## src/rtl/xgr_pkg.sv

```systemverilog
// Package: shared constants for the extended graphics register file.
// Assumes an 8-bit data path and 8-bit index space.
package xgr_pkg;
    localparam int DATA_W     = 8;
    localparam int IDX_W      = 8;
    localparam int NREG       = 7;
    localparam int BASE_IDX   = 9;
    // register offsets from BASE_IDX (order is decoded by index)
    localparam int OFF_BANK_A = 0;
    localparam int OFF_BANK_B = 1;
    localparam int OFF_MEMCFG = 2;
    localparam int OFF_VIDCFG = 3;
    localparam int OFF_CRT    = 4;
    localparam int OFF_VIDCTL = 5;
    localparam int OFF_KEY    = 6;
    // field positions
    localparam int DUAL_BIT   = 3;
    localparam int MSZ_LSB    = 6;
    localparam int START_LSB  = 3;
    localparam int CLK_LSB    = 2;
    localparam int KEY_BITS   = 3;
    localparam int KEY_VALUE  = 5;
    localparam logic [DATA_W-1:0] KEY_RESET = 8'h05;
endpackage

```

## src/rtl/xgr_decode.sv

```systemverilog
// Module: index decoder. Turns the current index into an in-range flag,
// a register offset, an access-allowed flag that honours the lock, and a
// one-hot write enable. Assumes BASE+NREG fits in the index space.
module xgr_decode #(
    parameter int IDX_W   = xgr_pkg::IDX_W,
    parameter int NREG    = xgr_pkg::NREG,
    parameter int BASE    = xgr_pkg::BASE_IDX,
    parameter int KEY_OFF = xgr_pkg::OFF_KEY
) (
    input  logic [IDX_W-1:0]          idx,
    input  logic                      data_wr,
    input  logic                      locked,
    output logic                      hit,
    output logic [$clog2(NREG)-1:0]   off,
    output logic                      allowed,
    output logic [NREG-1:0]           wr_en
);
    localparam int OFF_W = $clog2(NREG);
    localparam logic [IDX_W-1:0] BASE_V = IDX_W'(BASE);
    localparam logic [IDX_W-1:0] NREG_V = IDX_W'(NREG);
    localparam logic [OFF_W-1:0] KEY_V  = OFF_W'(KEY_OFF);

    logic [IDX_W-1:0] diff;

    // purpose: range test and offset extraction
    always_comb begin
        diff    = idx - BASE_V;
        hit     = (idx >= BASE_V) && (diff < NREG_V);
        off     = diff[OFF_W-1:0];
        allowed = hit && !(locked && (off != KEY_V));
    end

    // purpose: one write enable per register
    for (genvar g = 0; g < NREG; g++) begin : g_we
        assign wr_en[g] = data_wr && allowed && (off == OFF_W'(g));
    end
endmodule

```

## src/rtl/xgr_storage.sv

```systemverilog
// Module: register storage. One byte per register; the memory-config
// register accepts only its bank-enable bit and loads its size field from
// a configuration input during reset; the key register resets to the
// unlock value. Assumes at most one write enable active per cycle.
module xgr_storage #(
    parameter int DATA_W  = xgr_pkg::DATA_W,
    parameter int NREG    = xgr_pkg::NREG,
    parameter int MEM_OFF = xgr_pkg::OFF_MEMCFG,
    parameter int KEY_OFF = xgr_pkg::OFF_KEY
) (
    input  logic                          clk,
    input  logic                          rst_n,
    input  logic [NREG-1:0]               wr_en,
    input  logic [DATA_W-1:0]             wdata,
    input  logic [1:0]                    mem_size_cfg,
    output logic [NREG-1:0][DATA_W-1:0]   regs
);
    import xgr_pkg::*;
    localparam logic [DATA_W-1:0] DUAL_MASK = DATA_W'(1) << DUAL_BIT;

    for (genvar g = 0; g < NREG; g++) begin : g_reg
        if (g == MEM_OFF) begin : g_mem
            // purpose: size field from config at reset, only bit 3 writable
            always_ff @(posedge clk) begin
                if (!rst_n) begin
                    regs[g]                 <= '0;
                    regs[g][MSZ_LSB +: 2]   <= mem_size_cfg;
                end else if (wr_en[g]) begin
                    regs[g][DUAL_BIT]       <= wdata[DUAL_BIT];
                end
            end
            assert_mask_R5: assert property (@(posedge clk) disable iff (!rst_n)
                wr_en[g] |=> ((regs[g] & ~DUAL_MASK) == $past(regs[g] & ~DUAL_MASK))
                          && (regs[g][DUAL_BIT] == $past(wdata[DUAL_BIT])));
        end else if (g == KEY_OFF) begin : g_key
            // purpose: key register, reset to the unlock value
            always_ff @(posedge clk) begin
                if (!rst_n)        regs[g] <= KEY_RESET;
                else if (wr_en[g]) regs[g] <= wdata;
            end
        end else begin : g_plain
            // purpose: plain byte register
            always_ff @(posedge clk) begin
                if (!rst_n)        regs[g] <= '0;
                else if (wr_en[g]) regs[g] <= wdata;
            end
            assert_hold_R3: assert property (@(posedge clk) disable iff (!rst_n)
                !wr_en[g] |=> $stable(regs[g]));
        end
    end
endmodule

```

## src/rtl/xgr_readmux.sv

```systemverilog
// Module: read path. Returns the index on the index port, the selected
// register byte on the data port when access is allowed, else zero.
module xgr_readmux #(
    parameter int DATA_W = xgr_pkg::DATA_W,
    parameter int IDX_W  = xgr_pkg::IDX_W,
    parameter int NREG   = xgr_pkg::NREG
) (
    input  logic                          sel_data,
    input  logic [IDX_W-1:0]              index_q,
    input  logic                          allowed,
    input  logic [$clog2(NREG)-1:0]       off,
    input  logic [NREG-1:0][DATA_W-1:0]   regs,
    output logic [DATA_W-1:0]             rdata
);
    localparam int OFF_W = $clog2(NREG);

    // purpose: port and register selection
    always_comb begin
        rdata = '0;
        if (!sel_data) begin
            rdata = DATA_W'(index_q);
        end else if (allowed) begin
            for (int g = 0; g < NREG; g++) begin
                if (off == OFF_W'(g)) rdata = regs[g];
            end
        end
    end
endmodule

```

## src/rtl/xgr_regfile.sv

```systemverilog
// Module: top of the lockable extended graphics register file. Holds the
// index register, derives the lock from the key register and exports the
// register fields used by the display pipeline. Assumes single-cycle
// write strobes and a synchronous active-low reset.
module xgr_regfile (
    input  logic       clk,
    input  logic       rst_n,
    input  logic       io_wr,
    input  logic       io_sel,
    input  logic [7:0] io_wdata,
    output logic [7:0] io_rdata,
    input  logic [1:0] mem_size_cfg,
    input  logic [7:0] misc_out,
    output logic [7:0] bank_a,
    output logic [7:0] bank_b,
    output logic       dual_bank_en,
    output logic [1:0] disp_start_hi,
    output logic [1:0] cursor_start_hi,
    output logic [1:0] clk_sel,
    output logic       ext_locked
);
    import xgr_pkg::*;
    localparam int OFF_W = $clog2(NREG);
    localparam logic [IDX_W-1:0] CRT_IDX = IDX_W'(BASE_IDX + OFF_CRT);
    localparam logic [IDX_W-1:0] KEY_IDX = IDX_W'(BASE_IDX + OFF_KEY);
    localparam logic [IDX_W-1:0] LO_IDX  = IDX_W'(BASE_IDX);

    logic [IDX_W-1:0]               index_q;
    logic [NREG-1:0][DATA_W-1:0]    regs;
    logic [NREG-1:0]                wr_en;
    logic                           hit;
    logic                           allowed;
    logic [OFF_W-1:0]               off;
    logic                           locked;
    logic                           data_wr;

    // purpose: index port register
    always_ff @(posedge clk) begin
        if (!rst_n)                index_q <= '0;
        else if (io_wr && !io_sel) index_q <= io_wdata;
    end

    // purpose: strobe qualification and lock decision
    always_comb begin
        data_wr = io_wr && io_sel;
        locked  = regs[OFF_KEY][KEY_BITS-1:0] != KEY_BITS'(KEY_VALUE);
    end

    xgr_decode #(.IDX_W(IDX_W), .NREG(NREG), .BASE(BASE_IDX), .KEY_OFF(OFF_KEY)) u_dec (
        .idx(index_q), .data_wr(data_wr), .locked(locked),
        .hit(hit), .off(off), .allowed(allowed), .wr_en(wr_en)
    );

    xgr_storage #(.DATA_W(DATA_W), .NREG(NREG), .MEM_OFF(OFF_MEMCFG), .KEY_OFF(OFF_KEY)) u_sto (
        .clk(clk), .rst_n(rst_n), .wr_en(wr_en), .wdata(io_wdata),
        .mem_size_cfg(mem_size_cfg), .regs(regs)
    );

    xgr_readmux #(.DATA_W(DATA_W), .IDX_W(IDX_W), .NREG(NREG)) u_rd (
        .sel_data(io_sel), .index_q(index_q), .allowed(allowed), .off(off),
        .regs(regs), .rdata(io_rdata)
    );

    // purpose: fields exported to the display pipeline
    always_comb begin
        bank_a          = regs[OFF_BANK_A];
        bank_b          = regs[OFF_BANK_B];
        dual_bank_en    = regs[OFF_MEMCFG][DUAL_BIT];
        disp_start_hi   = regs[OFF_CRT][START_LSB +: 2];
        cursor_start_hi = regs[OFF_CRT][START_LSB +: 2];
        clk_sel         = misc_out[CLK_LSB +: 2];
        ext_locked      = locked;
    end

    assert_locked_read_zero_R2: assert property (@(posedge clk) disable iff (!rst_n)
        (io_sel && ext_locked && index_q >= LO_IDX && index_q < KEY_IDX) |-> io_rdata == '0);

    assert_key_write_R4: assert property (@(posedge clk) disable iff (!rst_n)
        (io_wr && io_sel && index_q == KEY_IDX) |=> regs[OFF_KEY] == $past(io_wdata));

    assert_start_hi_R7: assert property (@(posedge clk) disable iff (!rst_n)
        (io_wr && io_sel && index_q == CRT_IDX && !ext_locked)
            |=> disp_start_hi == $past(io_wdata[4:3]));

    assert_out_of_range_R9: assert property (@(posedge clk) disable iff (!rst_n)
        (io_sel && !hit) |-> io_rdata == '0);
endmodule

```

## config.mk

```make
export PLATFORM = sky130hd
export DESIGN_NAME = xgr_regfile
export DESIGN_NICKNAME = d
export VERILOG_FILES = /design/src/rtl/xgr_pkg.sv /design/src/rtl/xgr_decode.sv /design/src/rtl/xgr_storage.sv /design/src/rtl/xgr_readmux.sv /design/src/rtl/xgr_regfile.sv
export SDC_FILE = /design/constraint.sdc
export NUM_CORES = 1
export LEC_CHECK = 0
export BUFFER_PORTS_ARGS = -buffer_cell sky130_fd_sc_hd__buf_2
export CORE_UTILIZATION = 40
export CTS_BUF_LIST = sky130_fd_sc_hd__clkbuf_8 sky130_fd_sc_hd__clkbuf_16
export DETAILED_ROUTE_END_ITERATION = 10
export PLACE_DENSITY_LB_ADDON = 0.1
export SYNTH_ARGS = -nofsm -noshare
export SYNTH_HDL_FRONTEND = slang
export SYNTH_SLANG_ARGS = --single-unit
```

## constraint.sdc

```tcl
create_clock -name clk -period 2.5 [get_ports clk]
set_input_delay 0.375 -clock clk [delete_from_list [all_inputs] [get_ports clk]]
set_output_delay 0.375 -clock clk [all_outputs]
set_load 0.02 [all_outputs]
```

==> results.py <==
metrics = {
    "sta": {
        "finalCritPeriodShare": 0.963,
        "setup_viol": 0,
        "maxSlewViolCount": 0,
        "skew_ps": 4.93,
        "slew_headroom": 0.560,
        "fin_crit_ps": 2410,
        "worstMarginPinSlew_ps": 660,
        "max_freq_mhz": 415,
        "rsz0062_at_grt": "false",
        "final_hold_viol_count": 0,
    },
    "worst_setup_path": {
        "crit_end": "io_rdata[5]",
        "r2r_setup_slack_ps": 280,
        "startpoint": "index_q[4]",
        "end_kind": "primary output",
        "slowest_delay_ps": 560,
        "criticalPathCategory": "flop to primary output",
        "worstSetupStartpointType": "flop",
        "critPathMaxFanout": 8,
        "r2r_end": "u_sto.regs[8]",
        "worstRegToRegCells": 6,
        "arrival_ps": 2030,
        "crit_required_ps": 2120,
        "critical_path.cell_chain": "or4b_4 -> nor2_2 -> nand2_4 -> o32ai_2 -> buf_2",
        "r2r_start": "index_q[4]",
        "crit_slowest_cell": "or4b_4",
    },
    "logic_synthesis": {
        "synthCells": 348,
        "yosysWarnings": 0,
        "avgSynthCellArea_um2": 8.57,
        "yosys-top-cells-area": "dfxtp_1 38%, mux2i_1 18%, nand2_1 11%, buf_4 5.5%, nor2_1 2.8%",
        "synth_top_cell_area_share": 0.383,
        "synth_fp_nets": 370,
        "synth_area_um2": 2980,
        "synth-seq-cells": 59,
        "yosys.area.top_type": "dfxtp_1",
        "synthDistinctLibCells": 34,
        "yosysSeqAreaShare": 0.403,
    },
    "die": {
        "core_area_um2": 7210,
        "die_h_um": 88.3,
        "die_w_um": 88.3,
        "initial_core_util": 0.413,
        "pin_count": 54,
        "die-area_um2": 7800,
        "rows": 31,
    },
    "detailed_routing": {
        "drc": 0,
        "wire_per_inst_um": 15.7,
        "antenna_left": 0,
        "dr.pass1.iters": 4,
        "vias": 2462,
        "viasPerCell": 5.11,
        "postRouteWirelength_um": 7560,
        "drt_iter0_markers": 90,
    },
    "finish": {
        "nets": 400,
        "area_growth_pct": 15.9,
        "fin_util": 0.479,
        "drive_above_1_share": 0.243,
        "final_cell_mix": "86 x nand2_1, 55 x mux2i_1, 55 x dfxtp_1, 43 x buf_2, 21 x nor2_1",
        "instances_no_fill": 482,
        "final_common_cell": "nand2_1",
        "insertedDiodeCount": 0,
    },
    "clock_network": {
        "h-tree-depth": 3,
        "postCtsHoldBufs": 0,
        "cts.sinks": 59,
        "cts_tree": "built",
        "cts_buffers": 9,
        "insertion_delay_ps": 340,
        "cts_root_buf": "clkbuf_8",
        "worst_setup_hold_path_clk_slew_ps": 60,
        "cts.path.max_buffers": 2,
    },
    "power": {
        "power.density_nw_per_um2": 553,
        "ir_drop_mv": 0.305,
        "leakage_nw": 1.42,
        "power_mw": 1.91,
    },
    "global_route": {
        "grt_pass1_wl_um": 12000,
        "grt_max_degree": 35,
        "grt_pass1_vias": 2333,
        "grt_overflow": 0,
        "track_usage": 0.210,
        "antenna_found_initial": 0,
    },
    "placement": {
        "place.port_buffers": 43,
        "hpwl_um": 5270,
        "place.gp.congestion": 0.812,
        "dp.cells": 465,
    },
    "run": {
        "drv_cap": 0,
    },
    "hold_path": {
        "hold_class": "primary input to flop",
    },
    "run_status": {
        "status": "complete, no violations",
    },
}
==> power by group <==
group | internal [mW] | leakage [nW] | switching (mW)
Clock | 0.440 | 0.106 | 0.361
Sequential | 0.955 | 0.480 | 0.00946
Combinational | 0.0462 | 0.834 | 0.100
Total | 1.44 | 1.42 | 0.471
==> layer usage <==
layer,vias up,wire length (um),track usage
met5,-,0,0
met1,1178,3480,0.256
li1,1229,-,-
met2,39,3670,0.348
met4,0,226,0.109
met3,16,193,0.0485
==> timing repair <==
item | CTS | global route
setup endpoints to repair | 7 | 7
resized for setup | 2 | 9
setup buffers | 0 | 1
pin swaps | 0 | 2
==> critical path: cells and delay by family, from the launching register on <==
family	cells	cell delay (ps)
simple gates	3	870
buf+inv	1	200
flops	1	330
compound gates	1	290
==> area by class of cell <==
class	instances	area, um2
inverters	9	33.8
well taps	99	124
multi-input cells	236	1540
clock inverters	7	53.8
flip-flops and latches	59	1200
fillers	735	3760
clock buffers	9	124
repair buffers	63	378
==> synthesized netlist by cell type <==
library cell  instances
nor2b_1               1
mux2_2                1
or4b_4                1
or4_4                 1
nand3_1               4
o21ai_0              14
buf_4                22
buf_6                 2
dfxtp_1              57
o211ai_1              1
and2_1                1
or2_2                 1
nand2_1              87
or3_1                 1
o2111a_1              1
a31oi_1               4
nor3_4                4
clkbuf_1             19
mux2i_1              55
nand4b_1              1
o32ai_1               7
edfxtp_1              2
nor4_2                1
nor4_1                1
nand3b_1              5
nor2_1               22
a21o_1                1
a222oi_1              3
inv_1                 9
a22oi_1               1
o22ai_1               2
buf_1                 1
nand2b_1              4
a21oi_1              11
==> logic make-up after synthesis <==
kind of cell           after synthesis  synth area share
AND/OR/NAND/NOR                    135             0.213
flip-flops                          59             0.403
multiplexers                        56             0.188
buffers and inverters               53            0.0995
AO/OA/AOI/OAI                       45            0.0965
==> how the worst min path moves through the flow <==
stage / start / endpoint / depth (start not counted) / slack (ps)
after floorplan: u_sto.regs[34] / u_sto.regs[34] / 2 / 430
after global placement: u_sto.regs[34] / u_sto.regs[34] / 2 / 440
after detailed placement: u_sto.regs[34] / u_sto.regs[34] / 2 / 440
after CTS: mem_size_cfg[0] / u_sto.regs[22] / 1 / 190
after global routing: mem_size_cfg[1] / u_sto.regs[23] / 1 / 190
final: mem_size_cfg[1] / u_sto.regs[23] / 1 / 210
==> sequential cells by signal, summed over array words and instances (netlist names) <==
register / flops
index_q: 8
u_sto.regs: 51
==> metrics by stage <==
step	setup TNS, ps	area, um2	setup WS [ps]	hold WS, ps
2_1_floorplan	0	2980	317	429
3_3_place_gp	0	3210	300	441
3_5_place_dp	0	3210	286	444
4_1_cts	-0.308	3390	-0.308	191
5_1_grt	0	3460	2.58	189
6_report	0	3460	91.9	206
Power figures use the tool's default switching activity.
